## src/rtl/pcm_rx_pkg.sv

```systemverilog
package pcm_rx_pkg;

    typedef enum logic [1:0] {
        RX_OFF   = 2'd0,
        RX_SEEK  = 2'd1,
        RX_LEFT  = 2'd2,
        RX_RIGHT = 2'd3
    } rx_state_e;

    localparam int unsigned WORD_W = 32;
    localparam int unsigned CNT_W  = 6;

    // word-length code to number of captured bits
    function automatic logic [CNT_W-1:0] wlen_bits(input logic [1:0] code);
        logic [CNT_W-1:0] n;
        unique case (code)
            2'd0:    n = CNT_W'(16);
            2'd1:    n = CNT_W'(24);
            default: n = CNT_W'(32);
        endcase
        return n;
    endfunction

    // replicate bit n-1 above the low n bits
    function automatic logic [WORD_W-1:0] sign_ext(input logic [WORD_W-1:0] raw,
                                                   input logic [CNT_W-1:0]  n);
        logic [WORD_W-1:0] res;
        logic              sgn;
        sgn = raw[n - CNT_W'(1)];
        for (int i = 0; i < WORD_W; i++) begin
            res[i] = (CNT_W'(i) < n) ? raw[i] : sgn;
        end
        return res;
    endfunction

endpackage

```

## src/rtl/pcm_rx_pin_sync.sv

```systemverilog
module pcm_rx_pin_sync #(
    parameter int unsigned SYNC_STAGES = 2
) (
    input  logic clk,
    input  logic rst_n,
    input  logic sck_raw,
    input  logic ws_raw,
    input  logic sd_raw,
    input  logic smp_fall,
    output logic smp_evt,
    output logic ws_sync,
    output logic sd_sync
);

    localparam int unsigned PINS = 3;

    logic [PINS-1:0] stage [SYNC_STAGES];
    logic            sck_prev;
    logic            sck_eff;

    generate
        for (genvar g = 0; g < SYNC_STAGES; g++) begin : g_stage
            if (g == 0) begin : g_first
                always_ff @(posedge clk or negedge rst_n) begin
                    if (!rst_n) stage[g] <= '0;
                    else        stage[g] <= {sck_raw, ws_raw, sd_raw};
                end
            end else begin : g_next
                always_ff @(posedge clk or negedge rst_n) begin
                    if (!rst_n) stage[g] <= '0;
                    else        stage[g] <= stage[g-1];
                end
            end
        end
    endgenerate

    assign sck_eff = stage[SYNC_STAGES-1][2] ^ smp_fall;

    always_ff @(posedge clk or negedge rst_n) begin
        if (!rst_n) sck_prev <= 1'b1;
        else        sck_prev <= sck_eff;
    end

    assign smp_evt = sck_eff & ~sck_prev;
    assign ws_sync = stage[SYNC_STAGES-1][1];
    assign sd_sync = stage[SYNC_STAGES-1][0];

endmodule

```

## src/rtl/pcm_rx_clkgen.sv

```systemverilog
module pcm_rx_clkgen #(
    parameter int unsigned HALF_DIV  = 4,
    parameter int unsigned SLOT_BITS = 32
) (
    input  logic clk,
    input  logic rst_n,
    input  logic run,
    output logic sck_gen,
    output logic ws_gen,
    output logic smp_evt
);

    localparam int unsigned DIV_W = (HALF_DIV  > 1) ? $clog2(HALF_DIV)  : 1;
    localparam int unsigned BIT_W = (SLOT_BITS > 1) ? $clog2(SLOT_BITS) : 1;
    localparam logic [DIV_W-1:0] DIV_LAST = DIV_W'(HALF_DIV - 1);
    localparam logic [BIT_W-1:0] BIT_LAST = BIT_W'(SLOT_BITS - 1);

    logic [DIV_W-1:0] div_cnt;
    logic [BIT_W-1:0] bit_cnt;
    logic             half_done;

    assign half_done = (div_cnt == DIV_LAST);

    always_ff @(posedge clk or negedge rst_n) begin
        if (!rst_n) begin
            div_cnt <= '0;
            bit_cnt <= '0;
            sck_gen <= 1'b0;
            ws_gen  <= 1'b0;
        end else if (!run) begin
            div_cnt <= '0;
            bit_cnt <= '0;
            sck_gen <= 1'b0;
            ws_gen  <= 1'b0;
        end else if (half_done) begin
            div_cnt <= '0;
            sck_gen <= ~sck_gen;
            if (sck_gen) begin
                // launch edge: advance the slot position
                if (bit_cnt == BIT_LAST) begin
                    bit_cnt <= '0;
                    ws_gen  <= ~ws_gen;
                end else begin
                    bit_cnt <= bit_cnt + BIT_W'(1);
                end
            end
        end else begin
            div_cnt <= div_cnt + DIV_W'(1);
        end
    end

    assign smp_evt = run & half_done & ~sck_gen;

endmodule

```

## src/rtl/pcm_rx_slot_shifter.sv

```systemverilog
module pcm_rx_slot_shifter
    import pcm_rx_pkg::*;
(
    input  logic              clk,
    input  logic              rst_n,
    input  logic              clr,
    input  logic              bit_evt,
    input  logic              slot_edge,
    input  logic              bit_val,
    input  logic              cfg_delay,
    input  logic              cfg_rjust,
    input  logic [CNT_W-1:0]  nbits,
    output logic [WORD_W-1:0] closing_word
);

    logic [WORD_W-1:0] shreg;
    logic [CNT_W-1:0]  cnt;
    logic              take;
    logic [WORD_W-1:0] appended;
    logic [WORD_W-1:0] closing_raw;
    logic [CNT_W-1:0]  cnt_inc;

    assign take        = cfg_rjust | (cnt < nbits);
    assign appended    = take ? {shreg[WORD_W-2:0], bit_val} : shreg;
    assign closing_raw = cfg_delay ? appended : shreg;
    assign cnt_inc     = (cnt == '1) ? cnt : cnt + CNT_W'(1);

    always_ff @(posedge clk or negedge rst_n) begin
        if (!rst_n) begin
            shreg <= '0;
            cnt   <= '0;
        end else if (clr) begin
            shreg <= '0;
            cnt   <= '0;
        end else if (bit_evt) begin
            if (slot_edge) begin
                if (cfg_delay) begin
                    shreg <= '0;
                    cnt   <= '0;
                end else begin
                    shreg <= {{(WORD_W-1){1'b0}}, bit_val};
                    cnt   <= CNT_W'(1);
                end
            end else begin
                shreg <= appended;
                cnt   <= cnt_inc;
            end
        end
    end

    assign closing_word = sign_ext(closing_raw, nbits);

endmodule

```

## src/rtl/pcm_serial_rx.sv

```systemverilog
module pcm_serial_rx
    import pcm_rx_pkg::*;
#(
    parameter int unsigned HALF_DIV    = 4,
    parameter int unsigned SLOT_BITS   = 32,
    parameter int unsigned SYNC_STAGES = 2
) (
    input  logic        clk,
    input  logic        rst_n,
    input  logic        glob_en,
    input  logic        rx_en,
    input  logic [1:0]  cfg_wlen,
    input  logic        cfg_rjust,
    input  logic        cfg_delay,
    input  logic        cfg_bclk_inv,
    input  logic        cfg_left_high,
    input  logic        cfg_master,
    input  logic        sck_in,
    input  logic        ws_in,
    input  logic        sd_in,
    output logic        sck_out,
    output logic        ws_out,
    output logic        clk_drive,
    output logic [31:0] left_sample,
    output logic [31:0] right_sample,
    output logic        pair_valid,
    input  logic        pair_ack,
    output logic        overrun
);

    rx_state_e         state_q, state_d;
    logic              run;
    logic              gen_run;
    logic              gen_sck, gen_ws, gen_evt;
    logic              ext_evt, ext_ws, ext_sd;
    logic              evt, ws_now;
    logic              ws_prev, primed;
    logic              slot_edge;
    logic              new_is_left;
    logic [CNT_W-1:0]  nbits;
    logic [WORD_W-1:0] closing_word;
    logic [WORD_W-1:0] left_hold;
    logic              have_left;
    logic              pending;

    assign run     = glob_en & rx_en;
    assign gen_run = glob_en & cfg_master;
    assign nbits   = wlen_bits(cfg_wlen);

    pcm_rx_clkgen #(
        .HALF_DIV  (HALF_DIV),
        .SLOT_BITS (SLOT_BITS)
    ) u_clkgen (
        .clk     (clk),
        .rst_n   (rst_n),
        .run     (gen_run),
        .sck_gen (gen_sck),
        .ws_gen  (gen_ws),
        .smp_evt (gen_evt)
    );

    pcm_rx_pin_sync #(
        .SYNC_STAGES (SYNC_STAGES)
    ) u_sync (
        .clk      (clk),
        .rst_n    (rst_n),
        .sck_raw  (sck_in),
        .ws_raw   (ws_in),
        .sd_raw   (sd_in),
        .smp_fall (cfg_bclk_inv),
        .smp_evt  (ext_evt),
        .ws_sync  (ext_ws),
        .sd_sync  (ext_sd)
    );

    // pick the clock source for capture
    assign evt    = cfg_master ? gen_evt : ext_evt;
    assign ws_now = cfg_master ? gen_ws  : ext_ws;

    assign clk_drive = gen_run;
    assign sck_out   = gen_run ? (gen_sck ^ cfg_bclk_inv) : cfg_bclk_inv;
    assign ws_out    = gen_run ? gen_ws : 1'b0;

    // frame-clock change tracking
    always_ff @(posedge clk or negedge rst_n) begin
        if (!rst_n) begin
            ws_prev <= 1'b0;
            primed  <= 1'b0;
        end else if (!run) begin
            primed  <= 1'b0;
            ws_prev <= ws_now;
        end else if (evt) begin
            primed  <= 1'b1;
            ws_prev <= ws_now;
        end
    end

    assign slot_edge   = evt & primed & (ws_now != ws_prev);
    assign new_is_left = (ws_now == cfg_left_high);

    pcm_rx_slot_shifter u_shift (
        .clk          (clk),
        .rst_n        (rst_n),
        .clr          (~run),
        .bit_evt      (evt),
        .slot_edge    (slot_edge),
        .bit_val      (ext_sd),
        .cfg_delay    (cfg_delay),
        .cfg_rjust    (cfg_rjust),
        .nbits        (nbits),
        .closing_word (closing_word)
    );

    // state register
    always_ff @(posedge clk or negedge rst_n) begin
        if (!rst_n) state_q <= RX_OFF;
        else        state_q <= state_d;
    end

    // next state
    always_comb begin
        state_d = state_q;
        unique case (state_q)
            RX_OFF: begin
                if (run) state_d = RX_SEEK;
            end
            RX_SEEK, RX_LEFT, RX_RIGHT: begin
                if (slot_edge) state_d = new_is_left ? RX_LEFT : RX_RIGHT;
            end
            default: state_d = RX_OFF;
        endcase
        if (!run) state_d = RX_OFF;
    end

    // outputs
    always_ff @(posedge clk or negedge rst_n) begin
        if (!rst_n) begin
            left_hold    <= '0;
            have_left    <= 1'b0;
            pending      <= 1'b0;
            overrun      <= 1'b0;
            pair_valid   <= 1'b0;
            left_sample  <= '0;
            right_sample <= '0;
        end else if (!run) begin
            have_left  <= 1'b0;
            pending    <= 1'b0;
            overrun    <= 1'b0;
            pair_valid <= 1'b0;
        end else begin
            pair_valid <= 1'b0;
            if (pair_ack) pending <= 1'b0;
            unique case (state_q)
                RX_LEFT: begin
                    if (slot_edge) begin
                        left_hold <= closing_word;
                        have_left <= 1'b1;
                    end
                end
                RX_RIGHT: begin
                    if (slot_edge && have_left) begin
                        left_sample  <= left_hold;
                        right_sample <= closing_word;
                        pair_valid   <= 1'b1;
                        have_left    <= 1'b0;
                        pending      <= 1'b1;
                        if (pending && !pair_ack) overrun <= 1'b1;
                    end
                end
                default: ;
            endcase
        end
    end

endmodule

```

## config.mk

```make
export PLATFORM = sky130hd
export DESIGN_NAME = pcm_serial_rx
export DESIGN_NICKNAME = d
export VERILOG_FILES = /design/src/rtl/pcm_rx_pkg.sv /design/src/rtl/pcm_rx_pin_sync.sv /design/src/rtl/pcm_rx_clkgen.sv /design/src/rtl/pcm_rx_slot_shifter.sv /design/src/rtl/pcm_serial_rx.sv
export SDC_FILE = /design/constraint.sdc
export NUM_CORES = 1
export LEC_CHECK = 0
export BUFFER_PORTS_ARGS = -buffer_cell sky130_fd_sc_hd__buf_2
export CAP_MARGIN = 10
export CORE_MARGIN = 3
export CORE_UTILIZATION = 50
export CTS_BUF_LIST = sky130_fd_sc_hd__clkbuf_8
export DETAILED_ROUTE_END_ITERATION = 16
export PLACE_DENSITY = 0.73
export SETUP_SLACK_MARGIN = 0.4
export SLEW_MARGIN = 0
export SYNTH_ARGS = -nofsm -noshare
export SYNTH_HDL_FRONTEND = slang
export SYNTH_HIERARCHICAL = 1
export SYNTH_SLANG_ARGS = --single-unit
```

## constraint.sdc

```tcl
create_clock -name clk -period 3 [get_ports clk]
set_input_delay 0.6 -clock clk [delete_from_list [all_inputs] [get_ports clk]]
set_output_delay 0.6 -clock clk [all_outputs]
set_load 0.005 [all_outputs]
```

[Word-level counts from Yosys, hierarchy flattened]
Index checks and enable logic that the tools add are counted.
Storage, ports and cells
  memories: 0
  bits in latches: 0
  bits in registers: 158
  bits of input ports: 15
  memory bits (writable): 0
  ROM bits: 0
Cells by class
  shifts and indexed selects: 0
  $mul: 0
  add/subtract/negate cells: 4
  muxes and demuxes: 85
  bitwise operators: 13
  reductions and logical operators: 13
  magnitude comparators: 34
  div/mod/pow operators: 0
  equal/unequal tests: 21
Operator list (count)
  2-to-1 mux 32 bit: 5
  less-than comparator 5 x 6 -> 1 bit (first input constant): 16
  2-to-1 mux 1 bit: 64
  less-than comparator 4 x 6 -> 1 bit (first input constant): 8
  less-than comparator 3 x 6 -> 1 bit (first input constant): 4
  2-to-1 mux 6 bit: 4
  2-to-1 mux 5 bit: 4
  AND reduction 3 bit: 5
  != test 2 x 1 -> 1 bit (second input constant): 7
  less-than comparator 1 x 6 -> 1 bit (first input constant): 2
  less-than comparator 2 x 6 -> 1 bit (first input constant): 2
  != test 3 bit (second input constant): 4
  case mux 6 bit (2 select lines): 1
  2-to-1 mux 2 bit: 4
  AND 1 bit: 7
  adder 6 x 1 -> 6 bit (second input constant): 1
  == test 2 bit (second input constant): 3
  == test 6 bit (second input constant): 1
  less-than comparator 6 bit: 1
  less-than comparator 6 bit (second input constant): 1
  subtractor 6 x 1 -> 6 bit (second input constant): 1
  adder 5 x 1 -> 5 bit (second input constant): 1
  binary-select mux 1 bit (select 5 bit): 1
  == test 5 bit (second input constant): 1
  other kinds (15): 22

[Longest topological paths before layout]
Gate-level depths: netlist (run 1).
  depth after elaboration: 10
  gate-level depth with buffers: 17
  gate-level depth less buffers: 13

[Hierarchy]
The synthesis (run 1) kept the hierarchy.
By module, submodules not included
  pcm_serial_rx: cells an instance 250, area each 4165.2 sq um, seq. area each 2602.5 sq um, instances 1
  pcm_rx_slot_shifter: cells an instance 359, area each 3206.8 sq um, seq. area each 950.9 sq um, instances 1
  pcm_rx_clkgen: cells an instance 40, area each 441.7 sq um, seq. area each 225.2 sq um, instances 1
  pcm_rx_pin_sync: cells an instance 9, area each 193.9 sq um, seq. area each 176.4 sq um, instances 1

[Worst setup path after synthesis (run 1)]
No wires, ideal clock.
  kind: in2reg
  start point: in cfg_wlen[1]
  end point: reg right_sample[27]
  stages: 15
  data arrival time: 3.679 ns
  path slack: -0.807 ns
  setup time: 0.127 ns
  path through: clkbuf_1 clkbuf_1 clkinv_1 ha_1 nand3b_1 or2_4 o211ai_4 mux4_2 a31oi_1 nand4_1 nand4_1 a32o_2 buf_6 mux2i_1 mux2_1
On the way
  cells in the longest elaborated chain, start to end: 9
  elaborated cells between the ends (all ways): 12
  classes of those cells: 1 x add/sub; 2 x order compare; 1 x eq/ne; 6 x mux; 1 x bitwise; 1 x reduce/logical
Ends and longest elaborated chain
  from (decl): RTL line pcm_serial_rx.sv:12  | input logic [1:0] cfg_wlen,
  == test 2 x 1 -> 1 bit or logical NOT 2 bit (tied branches): RTL line pcm_rx_pkg.sv:16  | unique case (code)
  case mux 6 bit (2 select lines) *: RTL line pcm_rx_pkg.sv:16
  less-than comparator 6 bit: RTL line pcm_rx_slot_shifter.sv:23  | assign take = cfg_rjust | (cnt < nbits);
  OR 1 bit: RTL line pcm_rx_slot_shifter.sv:23
  2-to-1 mux 32 bit: RTL line pcm_rx_slot_shifter.sv:24  | assign appended = take ? {shreg[WORD_W-2:0], bit_val} : shreg;
  2-to-1 mux 32 bit: RTL line pcm_rx_slot_shifter.sv:25  | assign closing_raw = cfg_delay ? appended : shreg;
  binary-select mux 1 bit (select 5 bit): RTL line pcm_rx_pkg.sv:29  | sgn = raw[n - CNT_W'(1)];
  2-to-1 mux 1 bit (implied by the code): RTL line pcm_rx_pkg.sv:29
  2-to-1 mux 1 bit *: RTL line pcm_rx_pkg.sv:31  | res[i] = (CNT_W'(i) < n) ? raw[i] : sgn;
  via closing_word[27]: RTL line pcm_serial_rx.sv:41  | logic [WORD_W-1:0] closing_word;
  to (signal assigned): RTL line pcm_serial_rx.sv:163  | right_sample <= closing_word;
  to (decl): RTL line pcm_serial_rx.sv:25  | output logic [31:0] right_sample,
Mark *: on every way through the listed nets, which the timed path passes. The rest lies on a longest branch. The select of a mux whose other input is x is not followed.
A chain may end at the register's enable or synchronous reset.

[Worst setup path after layout (run 1)]
  start point: in cfg_wlen[1]
  end point: reg right_sample[3]
Same word-level chain as after synthesis.

==> impl_metrics.toml, run 1 <==
[outcome]
status = "complete, but fails checks"
violations = "setup timing"

[global_route]
grt_max_degree = 77
antenna_found_initial = 0
grt_pass1_wl_um = 31500
grt_util_all_layers = 0.222
overflow = 0
grt_pass1_vias = 5883

[synth]
synth_most_common_cell = "dfrtp_1"
synth_largest_area_cell = "dfrtp_1"
synth.cell_area_sq_um = 8010
syn_area_per_cell_sq_um = 12.2
yosysWarningCount = 6
async_flop_share = 1.00
synthTopCellsByCount = "dfrtp_1 (157), mux2i_1 (39), nand2_1 (39), mux2_1 (38), a22o_1 (33)"
ys_seq_elements = 158
synth_top_flop_cell = "dfrtp_1"
synth-edff-count = 0
syn_inst = 658
yosys.cell_types.count = 77
synth_top_area_frac = 0.491
seq_area_frac_synth = 0.494
synth.area.top_cells = "dfrtp_1 (49%), mux2_4 (5.4%), mux2_1 (5.3%)"

[timing]
hold_violations = 0
setup_violations = 62
slew_headroom = 0.567
timing.final.ws_setup_ns = -0.155
max_freq_mhz = 317
grt_setup_unrepaired = "yes"
whs_ns = 0.0804
drv_slew = 0
min_period_over_period = 1.05
worst_pin_slew_ns = 0.649
setup_tns_ns = -7.66
skew_ns = 0.0124
layout_min_cycle_time_ns = 3.16

[critical_path]
crit_slowest_cell = "mux4_2"
cpPeakStageDelay_ns = 0.52
cp_common_cell = "nand4_1"
worstPathCellList = "buf_2 -> buf_4 -> clkinv_8 -> ha_4 -> nand3b_1 -> or2_4 -> o211ai_4 -> mux4_2 -> a31oi_1 -> nand4_1 -> nand4_1 -> a32o_4 -> buf_12 -> mux2i_1 -> mux2_4"
worstPathArrival_ns = 3.50
regToRegSetupSlack_ns = -0.13
crit_fanout = 10
r2r_cells = 12
r2r_end = "right_sample[3]"
cp-endpoint = "right_sample[3]"
cp-end-kind = "flop"
required_ns = 3.34
crit_start = "cfg_wlen[1]"
critPathKind = "input pin to flop"
worstReg2RegStart = "u_shift/cnt[5]"
critPathLaunchType = "input pin"

[placed_design]
dpl_cell_area_sq_um = 8940
port_buffers = 83
dp_hpwl_um = 13000
gp_congestion = 0.926

[detailed_routing]
via_per_inst = 5.71
remaining_drc_errors = 0
ant_nets = 0
drt_iter0_markers = 430
wirelength_um = 18800
firstDrtPassIters = 5
wl_per_cell_um = 18.6
num_vias = 5754

[clock_network]
postCtsHoldBufs = 0
cts_root_buffer = "clkbuf_8"
clock_sinks = 158
htree_num_levels = 4
cts_tree = "built"
clk_latency_ns = 0.46
clkSlewWorstSetupHoldPaths_ns = 0.09
ctsLongestPathBuffers = 2
cts_made_buffers = 17

[power_and_ir_drop]
power_frac_clock = 0.396
p_int_mw = 3.31
pwr-share-seq = 0.486
netSwitchingFraction = 0.252
p_per_area_nw_per_um2 = 452
peakVddDrop_mv = 0.310
netSwitchingPower_mw = 1.11
leakagePower_nw = 4.81
comb_power_share = 0.118

[layout]
finalInstanceArea_sq_um = 9770
synthToLayoutAreaGrowth_pct = 22.0
finalNetCount = 810
antenna_cells = 0
fin_util = 0.633
drive_gt1_frac = 0.382

[hold_path]
hp-class = "input pin to asynchronous set/reset pin"

[die]
die_x_um = 133
die_y_um = 133
rows = 45
io_pins = 84
start_util = 0.519
die_area_sq_um = 17600
core_sq_um = 15400

[job]
drv_cap = 0
power groups by stage:
| stage | combinational (mW) | clock [mW] | sequential, mW |
|---|---|---|---|
| 6_report | 0.523 | 1.75 | 2.15 |
| 5_1_grt | 0.566 | 1.89 | 2.15 |
| 4_1_cts | 0.477 | 1.79 | 2.15 |
| 3_5_place_dp | 0.404 | 0 | 2.19 |
| 3_3_place_gp | 0.397 | 0 | 2.19 |
| 2_1_floorplan | 0.274 | 0 | 2.19 |
critical path, delay by kind of cell:
family                   cells  cell delay [ns]
adder cells (fa/ha/maj)      1             0.25
AO/OA/AOI/OAI                3             0.59
multiplexers                 3             0.89
AND/OR/NAND/NOR              4             0.67
buffers and inverters        4             0.49
placed cells by master, fill, tap and decap left out, drive strengths merged, types with 19 or more instances in the layout:
master and count:
nor2 23, dfrtp 157, mux2 98, nand2 40, a21oi 34, clkbuf 19
o21ai 25, a22o 33, buf 134, mux2i 40
state kept, by name, indices dropped and copies added (netlist names), 2 cells and up:
| name | cells |
|---|---|
| left_sample | 32 |
| u_shift/shreg | 32 |
| u_clkgen/bit_cnt | 5 |
| state_q | 2 |
| u_shift/cnt | 6 |
| right_sample | 32 |
| u_clkgen/div_cnt | 2 |
| u_sync/stage | 4 |
| left_hold | 32 |
final cells by class:
cell class                      instances  area [sq um]
Fill cell                            1229          5650
Multi-Input combinational cell        457          4150
Clock inverter                         13           186
Clock buffer                           19           262
Sequential cell                       158          3960
Timing Repair Buffer                  134           888
Tap cell                              211           264
Inverter                               15          68.8
cells by family (layout without fill, tap and decap cells):
| family | count (synthesis) | after routing | share of synthesized area |
|---|---|---|---|
| AO/OA/AOI/OAI | 147 | 149 | 0.134 |
| XOR/XNOR | 12 | 12 | 0.0141 |
| adder cells (fa/ha/maj) | 12 | 12 | 0.0187 |
| buffers and inverters | 57 | 181 | 0.0419 |
| flip-flops | 158 | 158 | 0.494 |
| multiplexers | 142 | 142 | 0.214 |
| other | 1 | 13 | 0.000468 |
| AND/OR/NAND/NOR | 129 | 129 | 0.0831 |
how the worst min path moves through the flow:
stage / slack, ns / start / endpoint
after CTS: 0.08 / rst_n / left_sample[15]
final: 0.08 / rst_n / left_sample[15]
after floorplan: 0.30 / rst_n / have_left
after global routing: 0.11 / rst_n / left_sample[15]
after global placement: 0.33 / u_sync/stage[5] / u_sync/stage[2]
after detailed placement: 0.34 / u_sync/stage[3] / u_sync/sd_sync
stage by stage:
| stage | setup WS, ns | power, mW | cells |
|---|---|---|---|
| global placement | -0.764 | 2.59 | 964 |
| global route | -0.264 | 4.60 | 1007 |
| CTS | -0.0719 | 4.42 | 1005 |
| detailed placement | -0.788 | 2.59 | 964 |
| floorplan | -0.403 | 2.46 | 670 |
| finish | -0.155 | 4.42 | 1007 |
repair_timing:
action / 4_1_cts / 5_1_grt
gates cloned: 2 / 0
setup endpoints to repair: 64 / 97
pin swaps: 11 / 7
gates resized for setup: 43 / 24
buffers inserted: 7 / 2
metal layers:
metal	track usage	part of all wire	vias to the layer above
met5	0	0	-
met4	0.0762	0.015	0
met3	0.0441	0.045	24
met2	0.344	0.47	164
met1	0.314	0.46	2901
li1	-	-	2665
No activity file was read; power rests on OpenSTA's default activity.
==> run 2: changes to the inputs <==
--- a/config.mk
+++ b/config.mk
@@ -5,13 +5,15 @@
 export SDC_FILE = /design/constraint.sdc
 export NUM_CORES = 1
 export LEC_CHECK = 0
+export ABC_AREA = 1
 export BUFFER_PORTS_ARGS = -buffer_cell sky130_fd_sc_hd__buf_2
 export CAP_MARGIN = 10
 export CORE_MARGIN = 3
-export CORE_UTILIZATION = 50
+export CORE_UTILIZATION = 25
 export CTS_BUF_LIST = sky130_fd_sc_hd__clkbuf_8
 export DETAILED_ROUTE_END_ITERATION = 16
-export PLACE_DENSITY = 0.73
+export GPL_TIMING_DRIVEN = 0
+export PLACE_DENSITY = 0.43
 export SETUP_SLACK_MARGIN = 0.4
 export SLEW_MARGIN = 0
 export SYNTH_ARGS = -nofsm -noshare
==> run 2 against run 1 <==
  * The flow now finishes without violations
  * Critical endpoint is now right_sample[19]
  * Register-to-register slack better by 0.39 ns
  * Via count up 46%
  * Critical path type unchanged
  * Global-route usage down 6.0 points
==> impl_metrics.toml, run 2 <==
[placed_design]
port_buffers = 82
dp_hpwl_um = 22300
pre_cts_ws_ns = -0.513
dpl_cell_area_sq_um = 10200
gp_congestion = 0.879

[power_and_ir_drop]
peakVddDrop_mv = 0.167
leakagePower_nw = 5.90
p_per_area_nw_per_um2 = 377

[synth]
yosys.cell_types.count = 42
syn_inst = 1180
synth_top_flop_cell = "dfrtp_1"
synth_top_area_frac = 0.437
synth.cell_area_sq_um = 8990
synth-edff-count = 0
ys_seq_elements = 158
syn_area_per_cell_sq_um = 7.62
synth_largest_area_cell = "dfrtp_1"
synth.area.top_cells = "dfrtp_1 (44%), nand2_1 (17%), nand3_1 (9.5%)"
async_flop_share = 1.00
seq_area_frac_synth = 0.440
synthTopCellsByCount = "nand2_1 (404), nand3_1 (170), dfrtp_1 (157), inv_1 (96), nand4_1 (67)"
yosysWarningCount = 6
synth_most_common_cell = "nand2_1"

[die]
start_util = 0.257
core_sq_um = 35000
die_area_sq_um = 38300
io_pins = 84
die_y_um = 196
rows = 68
die_x_um = 196

[global_route]
grt_max_degree = 108
overflow = 0
grt_util_all_layers = 0.161
grt_pass1_vias = 8326
antenna_found_initial = 0
grt_pass1_wl_um = 48600

[detailed_routing]
drt_iter0_markers = 490
num_vias = 8397
firstDrtPassIters = 5
ant_nets = 0
via_per_inst = 4.67
remaining_drc_errors = 0
wirelength_um = 30600
wl_per_cell_um = 17.0

[layout]
multi_input_area_sq_um = 4830
fillers = 3736
finalNetCount = 1359
synthToLayoutAreaGrowth_pct = 28.9
seqCellArea_sq_um = 3960
antenna_cells = 0
finalInstanceArea_sq_um = 11600
drive_gt1_frac = 0.277
most-common-layout-cells = "nand2_1 (362), dfrtp_1 (156), nand3_1 (125)"
fin_util = 0.331
mostFrequentLayoutCell = "nand2_1"

[critical_path]
critPathLaunchType = "input pin"
critPathTopFamily = "simple AND/OR/NAND/NOR gates"
cp_common_cell = "nand3_2"
crit_slowest_cell = "ha_4"
critPathKind = "input pin to flop"
cp_num_buf_inv = 7
crit_fanout = 10
cp-end-kind = "flop"
cpPeakStageDelay_ns = 0.29
worstPathCellList = "buf_4 -> clkbuf_16 -> clkinv_8 -> ha_4 -> nand2_4 -> nor2_2 -> nand2_2 -> nand2_4 -> nand2_4 -> buf_8 -> buf_12 -> nand2_4 -> nand3_4 -> nand3_2 -> nand3_2 -> nand3_2 -> nand3_2 -> nand3_4 -> buf_12 -> buf_8 -> nand3_2 -> nand2_2 -> nand4_1 -> nand2_1"
worstPathArrival_ns = 3.20
required_ns = 3.41

[timing]
drv_slew = 0
timing.final.ws_setup_ns = 0.215
grt_setup_unrepaired = "yes"
layout_min_cycle_time_ns = 2.78
hold_violations = 0
worst_pin_slew_ns = 0.695
slew_headroom = 0.536
skew_ns = 0.0281
min_period_over_period = 0.928
setup_violations = 0
max_freq_mhz = 359

[clock_network]
cts_root_buffer = "clkbuf_8"
clock_sinks = 158
postCtsHoldBufs = 0
cts_made_buffers = 17
htree_num_levels = 4
cts_tree = "built"
clkSlewWorstSetupHoldPaths_ns = 0.09
clk_latency_ns = 0.48
ctsLongestPathBuffers = 2

[outcome]
status = "completed"

[hold_path]
hp-class = "input pin to asynchronous set/reset pin"

[job]
drv_cap = 0
run 2: cell count changes after synthesis, moves of 32 or more:
cell	change
inv_1	+83
mux2i_1	-39
a22o_1	-33
nand4_1	+62
nand3_1	+154
nand2_1	+365
nand3_2	+32
mux2_1	-38
run 2: cells by family after synthesis:
logic type | after synthesis | share of synthesized area
AND/OR/NAND/NOR | 734 | 0.382
buffers and inverters | 174 | 0.0934
flip-flops | 158 | 0.440
AO/OA/AOI/OAI | 98 | 0.0645
adder cells (fa/ha/maj) | 12 | 0.0167
XOR/XNOR | 3 | 0.00292
other | 1 | 0.000417
run 2: per-stage QoR:
stage / hold WS, ns / cells / power, mW / TNS, ns
2_1_floorplan: 0.304 / 1190 / 2.52 / 0
3_3_place_gp: 0.339 / 1727 / 2.68 / -268.05
3_5_place_dp: 0.340 / 1728 / 2.68 / -41.25
4_1_cts: 0.0394 / 1790 / 4.39 / 0
5_1_grt: 0.0186 / 1800 / 4.60 / 0
6_report: 0.0309 / 1800 / 4.37 / 0
run 2: path summary, 6_finish.rpt:
path / slack (ns) / startpoint / to / cells past startpoint
worst min-delay path: 0.03 / rst_n / u_clkgen/bit_cnt[1] / 1
max in group asynchronous: 2.06 / rst_n / left_hold[20] / 2
min in group clk: 0.24 / sd_in / u_sync/stage[3] / 1
worst max register to register: 0.26 / u_shift/cnt[5] / right_sample[19] / 21
worst max-delay path: 0.22 / cfg_wlen[1] / right_sample[19] / 24
worst min register to register: 0.36 / u_sync/stage[4] / u_sync/ws_sync / 0
run 2: final cells by class:
| class | count | share of cell area |
|---|---|---|
| well taps | 455 | 0.0491 |
| multi-input cells | 858 | 0.417 |
| clock inverters | 15 | 0.00983 |
| repair buffers | 123 | 0.0793 |
| flip-flops and latches | 158 | 0.342 |
| clock buffers | 17 | 0.0202 |
| inverters | 102 | 0.0352 |
| plain buffers | 72 | 0.0478 |
run 2: power by group:
group | internal [mW] | leakage (nW) | switching [mW]
Clock | 0.581 | 0.171 | 0.926
Combinational | 0.274 | 3.55 | 0.433
Sequential | 2.14 | 2.18 | 0.0125
Total | 3.00 | 5.90 | 1.37
run 2: repair_timing:
action / CTS / global route
gates cloned: 6 / 0
gates resized for setup: 121 / 34
pin swaps: 48 / 44
endpoints found under the setup margin: 98 / 99
buffers inserted: 24 / 10
run 2: per-layer routing:
metal	share of wire	vias up	routed length, um	GRT usage
li1	-	4200	-	-
met1	0.47	4017	14400	0.222
met2	0.48	161	14700	0.266
met3	0.036	19	1110	0.0259
met4	0.011	0	335	0.0399
met5	0	-	0	0
==> run 3: changes to the inputs <==
--- a/config.mk
+++ b/config.mk
@@ -6,14 +6,13 @@
 export NUM_CORES = 1
 export LEC_CHECK = 0
 export ABC_AREA = 1
-export BUFFER_PORTS_ARGS = -buffer_cell sky130_fd_sc_hd__buf_2
 export CAP_MARGIN = 10
 export CORE_MARGIN = 3
 export CORE_UTILIZATION = 25
 export CTS_BUF_LIST = sky130_fd_sc_hd__clkbuf_8
 export DETAILED_ROUTE_END_ITERATION = 16
-export GPL_TIMING_DRIVEN = 0
-export PLACE_DENSITY = 0.43
+export DONT_BUFFER_PORTS = 1
+export PLACE_DENSITY = 0.41
 export SETUP_SLACK_MARGIN = 0.4
 export SLEW_MARGIN = 0
 export SYNTH_ARGS = -nofsm -noshare
==> run 3 against run 2 <==
  * The flow now finishes with violations (hold timing)
  * Sequential share of layout area is 3.6 points higher
  * Final cell count down 8.7%
  * Design area is 9.7% lower
  * Global-route usage down 1.3 points
  * Largest cell class unchanged
==> impl_metrics.toml, run 3 (synthesized netlist as in run 2, its figures left out) <==
[timing]
grt_setup_unrepaired = "yes"
whs_ns = -0.191
hold_violations = 157
layout_min_cycle_time_ns = 2.56
drv_slew = 0
skew_ns = 0.0136
min_period_over_period = 0.854
setup_tns_ns = 0
max_freq_mhz = 390
worst_pin_slew_ns = 0.628
slew_headroom = 0.581
setup_violations = 0

[hold_path]
hp-class = "input pin to asynchronous set/reset pin"

[outcome]
violations = "hold timing"
status = "complete, but fails checks"

[detailed_routing]
wl_per_cell_um = 17.5
drt_iter0_markers = 560
ant_nets = 0
via_per_inst = 4.77
firstDrtPassIters = 4
wirelength_um = 28800
num_vias = 7837
remaining_drc_errors = 0

[layout]
drive_gt1_frac = 0.178
fin_util = 0.299
seqCellArea_sq_um = 3960
multi_input_area_sq_um = 4660
fillers = 3785
finalNetCount = 1204
finalInstanceArea_sq_um = 10500
antenna_cells = 0
synthToLayoutAreaGrowth_pct = 16.5
most-common-layout-cells = "nand2_1 (369), dfrtp_1 (156), nand3_1 (145)"
mostFrequentLayoutCell = "nand2_1"

[global_route]
grt_busiest_layer = "met2"
overflow = 0
grt_use_met2 = 0.221
grt_use_met3 = 0.0374
grt_pass1_vias = 7608
grt_pass1_wl_um = 45600
grt_max_degree = 159
antenna_found_initial = 1
grt_util_all_layers = 0.149
met1_usage = 0.217

[job]
drv_cap = 0

[critical_path]
worstReg2RegStart = "u_shift/cnt[5]"
worstPathArrival_ns = 2.92
critPathLaunchType = "flop"
r2r_cells = 20
crit_fanout = 8
required_ns = 3.36
cp-end-kind = "flop"
r2r_end = "left_hold[7]"
regToRegSetupSlack_ns = 0.44
critPathKind = "flop to flop"

[placed_design]
dp_hpwl_um = 18600
dpl_cell_area_sq_um = 9530
gp_congestion = 0.797
port_buffers = 0

[power_and_ir_drop]
netSwitchingPower_mw = 1.27
pwr-share-seq = 0.504
peakVddDrop_mv = 0.206
power_frac_clock = 0.367
comb_power_share = 0.129
netSwitchingFraction = 0.297
leakagePower_nw = 5.15
p_int_mw = 3.01
p_per_area_nw_per_um2 = 409

[die]
rows = 68
die_area_sq_um = 38300
io_pins = 84
die_x_um = 196
core_sq_um = 35000
start_util = 0.257
die_y_um = 196

[clock_network]
cts_tree = "built"
cts_root_buffer = "clkbuf_8"
clock_sinks = 158
htree_num_levels = 4
clkSlewWorstSetupHoldPaths_ns = 0.10
ctsLongestPathBuffers = 2
cts_made_buffers = 17
clk_latency_ns = 0.48
## run 3: cell types whose count changed in the layout (fill, tap and decap cells not counted), moves of 7 or more
cell      delta
buf_4        -9
buf_8        -9
nand2_1      +7
clkbuf_1    -23
nand3_1     +20
nand3_2     -16
buf_2       -98
buf_6       -13
## run 3: layout make-up
type / count / share of cell area
clock inverter: 14 / 0.0128
sequential: 158 / 0.378
tap: 455 / 0.0544
multi-input combinational: 858 / 0.445
clock buffer: 17 / 0.0224
timing repair buffer: 40 / 0.0484
inverter: 102 / 0.0387
## run 3: worst max path at each step
stage	startpoint	endpoint	cells after the start
after floorplan	cfg_wlen[0]	right_sample[24]	23
after global placement	cfg_wlen[1]	right_sample[23]	20
after detailed placement	cfg_wlen[0]	right_sample[10]	22
after CTS	u_shift/cnt[5]	right_sample[22]	19
after global routing	u_shift/cnt[5]	right_sample[3]	20
final	u_shift/cnt[5]	left_hold[7]	20
## run 3: layer usage
layer  vias up  part of all wire  wire [um]
li1       3891                 -          -
met5         -           0.00024          7
met3        20             0.057       1640
met2       178              0.44      12700
met4         2             0.012        357
met1      3746              0.49      14100
## run 3: timing repair
action	in CTS	in global routing
endpoints found under the hold margin	158	158
gates resized for setup	13	73
setup endpoints to repair	64	81
setup buffers	4	4
pin swaps	3	49
gates cloned	2	4
## run 3: worst max-delay path, cell delays in order, from the launching register on
cell and delay, ns:
dfrtp_2 0.44, ha_4 0.25, nand2_4 0.08, inv_4 0.04
a21oi_4 0.15, nand2_4 0.09, nand2_4 0.11, buf_6 0.14
nand2_4 0.05, nand3_2 0.08, nand3_2 0.09, nand3_2 0.07
nand3_2 0.09, nand3_2 0.09, nand3_4 0.11, buf_12 0.15
buf_16 0.14, nand3_2 0.06, nand2_2 0.07, nand3_1 0.11
nand2_1 0.06
## run 3: metrics by stage
step | setup slack [ns] | total power, mW | cells
final | 0.439 | 4.28 | 1644
after global routing | 0.298 | 4.48 | 1644
after CTS | 0.362 | 4.23 | 1636
after detailed placement | 0.0404 | 2.59 | 1599
after global placement | 0.0564 | 2.59 | 1599
after floorplan | 0.263 | 2.52 | 1190
## run 3: power by group through the flow
stage               clock network (mW)  registers, mW  logic [mW]
finish                            1.57           2.16       0.552
global route                      1.72           2.16       0.597
CTS                               1.64           2.16       0.433
detailed placement                   0           2.20       0.396
global placement                     0           2.20       0.395
floorplan                            0           2.20       0.324
